<file path="src/rtl/pwr_chain_pkg.sv">
package pwr_chain_pkg;

  typedef enum logic [1:0] {
    PS_UP    = 2'd0,
    PS_DONE  = 2'd1,
    PS_DOWN  = 2'd2,
    PS_SLEEP = 2'd3
  } pseq_state_e;

  localparam logic [2:0] MODE_PWR_DOWN = 3'b010;
  localparam logic [2:0] MODE_PWR_SAVE = 3'b011;

  function automatic logic is_deep(input logic [2:0] mode);
    return (mode == MODE_PWR_DOWN) || (mode == MODE_PWR_SAVE);
  endfunction

endpackage

</file>
<file path="src/rtl/pwr_chain_settle.sv">
module pwr_chain_settle #(
  parameter int SETTLE = 4
) (
  input  logic clk,
  input  logic rst,
  input  logic load,
  input  logic step,
  output logic expired
);
  localparam int TW = $clog2(SETTLE + 1);

  logic [TW-1:0] cnt;

  assign expired = (cnt == TW'(SETTLE - 1));

  always_ff @(posedge clk) begin
    if (rst)                   cnt <= '0;
    else if (load)             cnt <= '0;
    else if (step && !expired) cnt <= cnt + TW'(1);
  end
endmodule

</file>
<file path="src/rtl/pwr_chain_keep.sv">
module pwr_chain_keep #(
  parameter int NB = 4,
  parameter int IW = 3
) (
  input  logic [IW-1:0] idx,
  input  logic [NB-1:0] retq,
  input  logic          radio_sleep,
  output logic [NB-1:0] bank_hit,
  output logic          keep
);
  localparam int RADIO = NB + 2;

  for (genvar b = 0; b < NB; b++) begin : g_bank
    assign bank_hit[b] = (idx == IW'(b + 2));
  end

  assign keep = (|(bank_hit & retq)) || ((idx == IW'(RADIO)) && !radio_sleep);
endmodule

</file>
<file path="src/rtl/pwr_chain_req.sv">
module pwr_chain_req
  import pwr_chain_pkg::*;
(
  input  logic        clk,
  input  logic        rst,
  input  pseq_state_e state,
  input  logic        sleep_req,
  input  logic [2:0]  sleep_mode,
  input  logic        wake,
  output logic        go_down,
  output logic        go_up
);
  logic sleep_pend, wake_pend, deep_req;

  assign deep_req = sleep_req && is_deep(sleep_mode);
  assign go_down  = (state == PS_DONE)  && (sleep_pend || deep_req);
  assign go_up    = (state == PS_SLEEP) && (wake_pend || wake);

  always_ff @(posedge clk) begin
    if (rst) begin
      sleep_pend <= 1'b0;
      wake_pend  <= 1'b0;
    end else begin
      if (go_down)                           sleep_pend <= 1'b0;
      else if (state == PS_UP && deep_req)   sleep_pend <= 1'b1;
      if (go_up)                             wake_pend  <= 1'b0;
      else if (state == PS_DOWN && wake)     wake_pend  <= 1'b1;
    end
  end
endmodule

</file>
<file path="src/rtl/pwr_chain_seq.sv">
module pwr_chain_seq
  import pwr_chain_pkg::*;
#(
  parameter int              NB       = 4,
  parameter int              SETTLE   = 4,
  parameter logic [NB+3:0]   RDY_MASK = {2'b11, {NB{1'b0}}, 2'b11}
) (
  input  logic          clk,
  input  logic          rst,
  input  logic          sleep_req,
  input  logic [2:0]    sleep_mode,
  input  logic          wake,
  input  logic [NB+3:0] stage_rdy,
  input  logic [NB-1:0] ret_mask,
  input  logic          radio_sleep,
  output logic [NB+3:0] dom_en,
  output logic [NB-1:0] bank_ret,
  output logic          llreg_ok,
  output logic          chain_done
);
  localparam int NS   = NB + 4;
  localparam int IW   = $clog2(NS);
  localparam int LAST = NS - 1;
  localparam int LLS  = 1;

  pseq_state_e   state;
  logic [IW-1:0] idx;
  logic [NS-1:0] en_q, skip_q;
  logic [NB-1:0] retq, bret_q, bank_hit;
  logic          ll_q, done_q;
  logic          go_down, go_up, keep, tmr_exp;
  logic          in_up, cur_skip, cur_on, stage_ok, load, step, advance;

  assign in_up    = (state == PS_UP);
  assign cur_skip = skip_q[idx];
  assign cur_on   = en_q[idx];
  assign stage_ok = RDY_MASK[idx] ? stage_rdy[idx] : tmr_exp;
  assign load     = in_up && !cur_skip && !cur_on;
  assign step     = in_up && !cur_skip && cur_on;
  assign advance  = in_up && (cur_skip || (cur_on && stage_ok));

  pwr_chain_settle #(.SETTLE(SETTLE)) u_settle (
    .clk(clk), .rst(rst), .load(load), .step(step), .expired(tmr_exp)
  );

  pwr_chain_keep #(.NB(NB), .IW(IW)) u_keep (
    .idx(idx), .retq(retq), .radio_sleep(radio_sleep),
    .bank_hit(bank_hit), .keep(keep)
  );

  pwr_chain_req u_req (
    .clk(clk), .rst(rst), .state(state), .sleep_req(sleep_req),
    .sleep_mode(sleep_mode), .wake(wake), .go_down(go_down), .go_up(go_up)
  );

  always_ff @(posedge clk) begin
    if (rst) begin
      state  <= PS_UP;
      idx    <= '0;
      en_q   <= '0;
      skip_q <= '0;
      retq   <= '0;
      bret_q <= '0;
      ll_q   <= 1'b0;
      done_q <= 1'b0;
    end else begin
      case (state)
        PS_UP: begin
          if (load) en_q[idx] <= 1'b1;
          if (advance) begin
            if (idx == IW'(LLS)) ll_q <= 1'b1;
            if (idx == IW'(LAST)) begin
              state  <= PS_DONE;
              done_q <= 1'b1;
              bret_q <= '0;
            end else begin
              idx <= idx + IW'(1);
            end
          end
        end
        PS_DONE: begin
          if (go_down) begin
            en_q[LAST] <= 1'b0;
            done_q     <= 1'b0;
            retq       <= ret_mask;
            idx        <= IW'(LAST - 1);
            state      <= PS_DOWN;
          end
        end
        PS_DOWN: begin
          bret_q <= bret_q | (bank_hit & retq);
          if (!keep) begin
            en_q[idx] <= 1'b0;
            if (idx == IW'(LLS)) ll_q <= 1'b0;
          end
          if (idx == '0) state <= PS_SLEEP;
          else           idx   <= idx - IW'(1);
        end
        default: begin
          if (go_up) begin
            state  <= PS_UP;
            idx    <= '0;
            skip_q <= en_q;
          end
        end
      endcase
    end
  end

  assign dom_en     = en_q;
  assign bank_ret   = bret_q;
  assign llreg_ok   = ll_q;
  assign chain_done = done_q;
endmodule

</file>
<file path="config.mk">
export PLATFORM = sky130hd
export DESIGN_NAME = pwr_chain_seq
export DESIGN_NICKNAME = d
export VERILOG_FILES = /design/src/rtl/pwr_chain_pkg.sv /design/src/rtl/pwr_chain_settle.sv /design/src/rtl/pwr_chain_keep.sv /design/src/rtl/pwr_chain_req.sv /design/src/rtl/pwr_chain_seq.sv
export SDC_FILE = /design/constraint.sdc
export NUM_CORES = 1
export LEC_CHECK = 0
export CORE_MARGIN = 8
export CORE_UTILIZATION = 30
export DETAILED_ROUTE_END_ITERATION = 8
export GPL_TIMING_DRIVEN = 0
export PLACE_DENSITY_LB_ADDON = 0.05
export SYNTH_ARGS = -nofsm -noshare
export SYNTH_HDL_FRONTEND = slang
export SYNTH_SLANG_ARGS = --single-unit
</file>
<file path="constraint.sdc">
create_clock -name clk -period 4 [get_ports clk]
set_clock_uncertainty 0.15 [all_clocks]
set_input_delay 1 -clock clk [delete_from_list [all_inputs] [get_ports clk]]
set_output_delay 1 -clock clk [all_outputs]
set_load 0.01 [all_outputs]
</file>
==> run_summary.xml <==
<?xml version="1.0" encoding="UTF-8"?>
<metrics>
  <group name="status">
    <metric name="outcome" unit="">completed</metric>
  </group>
  <group name="clocking">
    <metric name="root_buffer" unit="">clkbuf_8</metric>
    <metric name="cts.path.max_buffers" unit="">2</metric>
    <metric name="cts-htree-levels" unit="">2</metric>
    <metric name="insertion_delay" unit="ns">0.29</metric>
    <metric name="clk_transition_reported_paths" unit="ns">0.08</metric>
    <metric name="cts-resized-gates" unit="">0</metric>
    <metric name="clock-sinks" unit="">37</metric>
    <metric name="hold_buffers" unit="">0</metric>
    <metric name="clock_tree_from_tritoncts" unit="">yes</metric>
    <metric name="cts_post_setup_buffers_inserted" unit="">0</metric>
    <metric name="numCtsBuffers" unit="">5</metric>
  </group>
  <group name="synthesis">
    <metric name="ys_async_sr_fraction" unit="%">0</metric>
    <metric name="synthesis.area" unit="um2">2170</metric>
    <metric name="combinational_family_with_the_most_area_after_synthesis" unit="">compound AO/OA/AOI/OAI gates</metric>
    <metric name="ys.flop_type" unit="">dfxtp_1</metric>
    <metric name="synth.top_cells.by_count" unit="">37 x dfxtp_1, 22 x mux2i_1, 22 x nor2_1</metric>
    <metric name="syn-num-nets" unit="">278</metric>
    <metric name="synth.ff_latch_count" unit="">37</metric>
    <metric name="synth-compound-area-share" unit="%">23.6</metric>
    <metric name="synthesis.yosys.warnings" unit="">0</metric>
    <metric name="yosys.area.top_type_share" unit="%">34.2</metric>
    <metric name="synth.mux.area_fraction" unit="%">11.2</metric>
    <metric name="yosys.area_share.adder" unit="%">8.09</metric>
    <metric name="yosysUniqueCellTypes" unit="">53</metric>
    <metric name="synth-edff-count" unit="">0</metric>
    <metric name="netlist_instances" unit="">244</metric>
    <metric name="netlist.top_cell.by_area" unit="">dfxtp_1</metric>
    <metric name="synthXorXnorAreaFrac" unit="%">1.21</metric>
    <metric name="yosys.cell_count.top_type" unit="">dfxtp_1</metric>
    <metric name="synth.top_cells.by_area" unit="">dfxtp_1 34%, mux2i_1 10%, ha_1 8.1%</metric>
    <metric name="syn-mean-instance-area" unit="um2">8.88</metric>
    <metric name="synth_simple_gate_area_share" unit="%">17.1</metric>
    <metric name="synth_seq_area_share" unit="%">34.2</metric>
  </group>
  <group name="timing">
    <metric name="sum_neg_setup_slack" unit="ns">0</metric>
    <metric name="report.final.setup_viol" unit="">0</metric>
    <metric name="finalHoldViolCount" unit="">0</metric>
    <metric name="max_slew.worst_pin.slew" unit="ns">0.710</metric>
    <metric name="unrepaired_setup_endpoints_after_global_routing" unit="">no</metric>
    <metric name="finalCriticalPeriod" unit="ns">3.01</metric>
    <metric name="report.final.slew_viol_count" unit="">0</metric>
    <metric name="final_min_period_over_clock_period" unit="%">75.3</metric>
    <metric name="max-slew-margin-rel" unit="%">52.6</metric>
    <metric name="fmax" unit="MHz">332</metric>
  </group>
  <group name="global_routing">
    <metric name="globalRoute.busiestLayer" unit="">met2</metric>
    <metric name="grt_overflow" unit="">0</metric>
    <metric name="grt_antenna_before_repair" unit="">0</metric>
    <metric name="grt_met2_usage" unit="%">20.6</metric>
    <metric name="use_met3" unit="%">2.97</metric>
    <metric name="grt_usage" unit="%">13.3</metric>
    <metric name="number_of_global_route_vias_before_repair" unit="">1910</metric>
    <metric name="grt_pass1_wl" unit="mm">10.4</metric>
    <metric name="grt_max_degree" unit="">13</metric>
    <metric name="grt_met1_use" unit="%">17.6</metric>
  </group>
  <group name="placed_design">
    <metric name="port_buffers" unit="">31</metric>
    <metric name="rd_place_congestion" unit="">0.817</metric>
    <metric name="post-place-cells" unit="">374</metric>
    <metric name="dp.final_hpwl" unit="mm">4.98</metric>
  </group>
  <group name="layout">
    <metric name="areaGrowthSynthToFinish" unit="%">26.2</metric>
    <metric name="post_route_cells_drive_above_1_share" unit="%">8.48</metric>
    <metric name="finish.cell_count_without_fillers" unit="">382</metric>
    <metric name="nNetsFinal" unit="">316</metric>
    <metric name="antenna-diode-count" unit="">0</metric>
  </group>
  <group name="die">
    <metric name="initial_utilization" unit="%">30.3</metric>
    <metric name="die_width" unit="um">101</metric>
    <metric name="die_h" unit="um">101</metric>
    <metric name="die_area" unit="um2">10200</metric>
    <metric name="io-pin-count" unit="">34</metric>
    <metric name="floorplan.rows" unit="">31</metric>
    <metric name="coreArea" unit="um2">7140</metric>
  </group>
  <group name="drt">
    <metric name="routed_via_density" unit="">5.00</metric>
    <metric name="drcViolationCount" unit="">0</metric>
    <metric name="vias" unit="">1911</metric>
    <metric name="first_pass_iters" unit="">4</metric>
    <metric name="wl" unit="mm">6.57</metric>
    <metric name="wire_per_inst" unit="um">17.2</metric>
    <metric name="ant_nets" unit="">0</metric>
    <metric name="drt_first_iter_violations" unit="">116</metric>
  </group>
  <group name="pwr">
    <metric name="peakVddDrop" unit="mV">0.192</metric>
    <metric name="power_density" unit="nW/um2">502</metric>
    <metric name="report.power.total" unit="uW">1370</metric>
    <metric name="power.clock.fraction" unit="%">28.4</metric>
    <metric name="switching_share_of_total_power" unit="%">36.3</metric>
    <metric name="internal_power" unit="uW">874</metric>
    <metric name="power.static_leakage" unit="uW">0.00107</metric>
    <metric name="pwr-share-comb" unit="%">39.7</metric>
    <metric name="proportion_of_power_drawn_by_flip_flops_and_latches" unit="%">31.9</metric>
    <metric name="p_switching" unit="uW">498</metric>
  </group>
  <group name="min_path">
    <metric name="holdPathEnd" unit="">chain_done</metric>
    <metric name="timing.hold.worst.class" unit="">reg -&gt; reg</metric>
    <metric name="min_delay_path_depth" unit="">2</metric>
    <metric name="hold_start" unit="">chain_done</metric>
  </group>
  <group name="setup_path">
    <metric name="critical_path_class" unit="">reg -&gt; reg</metric>
    <metric name="start_kind" unit="">flip-flop</metric>
    <metric name="timing.reg2reg.worst_path_depth" unit="">10</metric>
    <metric name="worst-endpoint-required" unit="ns">4.05</metric>
    <metric name="reg_to_reg_slack_setup" unit="ns">0.99</metric>
    <metric name="reg2reg_start" unit="">idx[2]</metric>
    <metric name="path_max_fanout" unit="">10</metric>
    <metric name="crit_arrival" unit="ns">3.07</metric>
    <metric name="worst_setup_path_end_kind" unit="">flip-flop</metric>
  </group>
  <group name="run">
    <metric name="timing.max_cap.violations" unit="">0</metric>
  </group>
</metrics>
layout by cell type (no fill, tap or decap), types with 3 or more instances in the layout:
| cell | n |
|---|---|
| dfxtp_1 | 37 |
| clkdlybuf4s50_1 | 31 |
| nor2_1 | 22 |
| mux2i_1 | 22 |
| a21oi_1 | 21 |
| nor3_1 | 14 |
| ha_1 | 14 |
| nand2_1 | 13 |
| inv_1 | 12 |
| a211oi_1 | 7 |
| clkbuf_1 | 6 |
| o21ai_0 | 6 |
| a22oi_1 | 6 |
| nand3_1 | 5 |
| a31oi_1 | 5 |
| clkbuf_8 | 5 |
| o31ai_1 | 4 |
| o21ai_1 | 4 |
| nand4_1 | 3 |
layer usage:
layer | wire length (um) | share of wire [%] | up-vias
li1 | - | - | 975
met1 | 3250 | 49 | 892
met2 | 2970 | 45 | 35
met3 | 248 | 3.8 | 9
met4 | 100 | 1.5 | 0
met5 | 0 | 0 | -
power by group through the flow:
stage          registers (uW)  clock network, uW  logic (uW)
2_1_floorplan             442                  0         371
3_3_place_gp              445                  0         544
3_5_place_dp              446                  0         545
4_1_cts                   437                400         549
5_1_grt                   442                413         598
6_report                  437                390         545
cell families (layout without fill, tap and decap cells):
group / after synthesis / after routing
multiplexers: 23 / 23
buffers and inverters: 23 / 62
flip-flops: 37 / 37
AND/OR/NAND/NOR: 74 / 74
XOR/XNOR: 3 / 3
AO/OA/AOI/OAI: 70 / 70
adder cells (fa/ha/maj): 14 / 14
per-stage QoR:
stage | setup WS (ns) | instance area (um2) | hold WS, ns | util (%)
after floorplan | 1.63 | 2170 | 0.313 | -
after global placement | 0.838 | 2600 | 0.324 | 36.4
after detailed placement | 0.835 | 2600 | 0.330 | 36.4
after CTS | 0.998 | 2730 | 0.341 | 38.3
after global routing | 0.817 | 2730 | 0.362 | 38.3
final | 0.987 | 2730 | 0.332 | 38.3
cell type report:
| class | count | area [um2] |
|---|---|---|
| Timing Repair Buffer | 31 | 310 |
| Sequential cell | 37 | 741 |
| Fill cell | 779 | 4400 |
| Multi-Input combinational cell | 184 | 1330 |
| Tap cell | 99 | 124 |
| Clock inverter | 3 | 65.1 |
| Inverter | 13 | 48.8 |
| Clock buffer | 5 | 68.8 |
| Buffer | 10 | 50.0 |
critical path, cell delays in order, from the launching register on:
cell and delay [ns]:
dfxtp_1 0.53, buf_2 0.40, buf_4 0.29, inv_2 0.12, ha_1 0.22, nand2_1 0.08, nand2_1 0.12, o21a_1 0.28
o41ai_4 0.37, a21oi_1 0.12, a211oi_1 0.22
worst max path at each step:
stage,start,to,slack (ns),cells past startpoint
after floorplan,wake,flip-flop,1.63,6
after CTS,idx[2],flip-flop,1.0,10
after global placement,wake,flip-flop,0.84,7
after global routing,idx[2],flip-flop,0.82,10
after detailed placement,wake,flip-flop,0.84,7
final,idx[2],flip-flop,0.99,10
(Power assumes the default switching activity.)
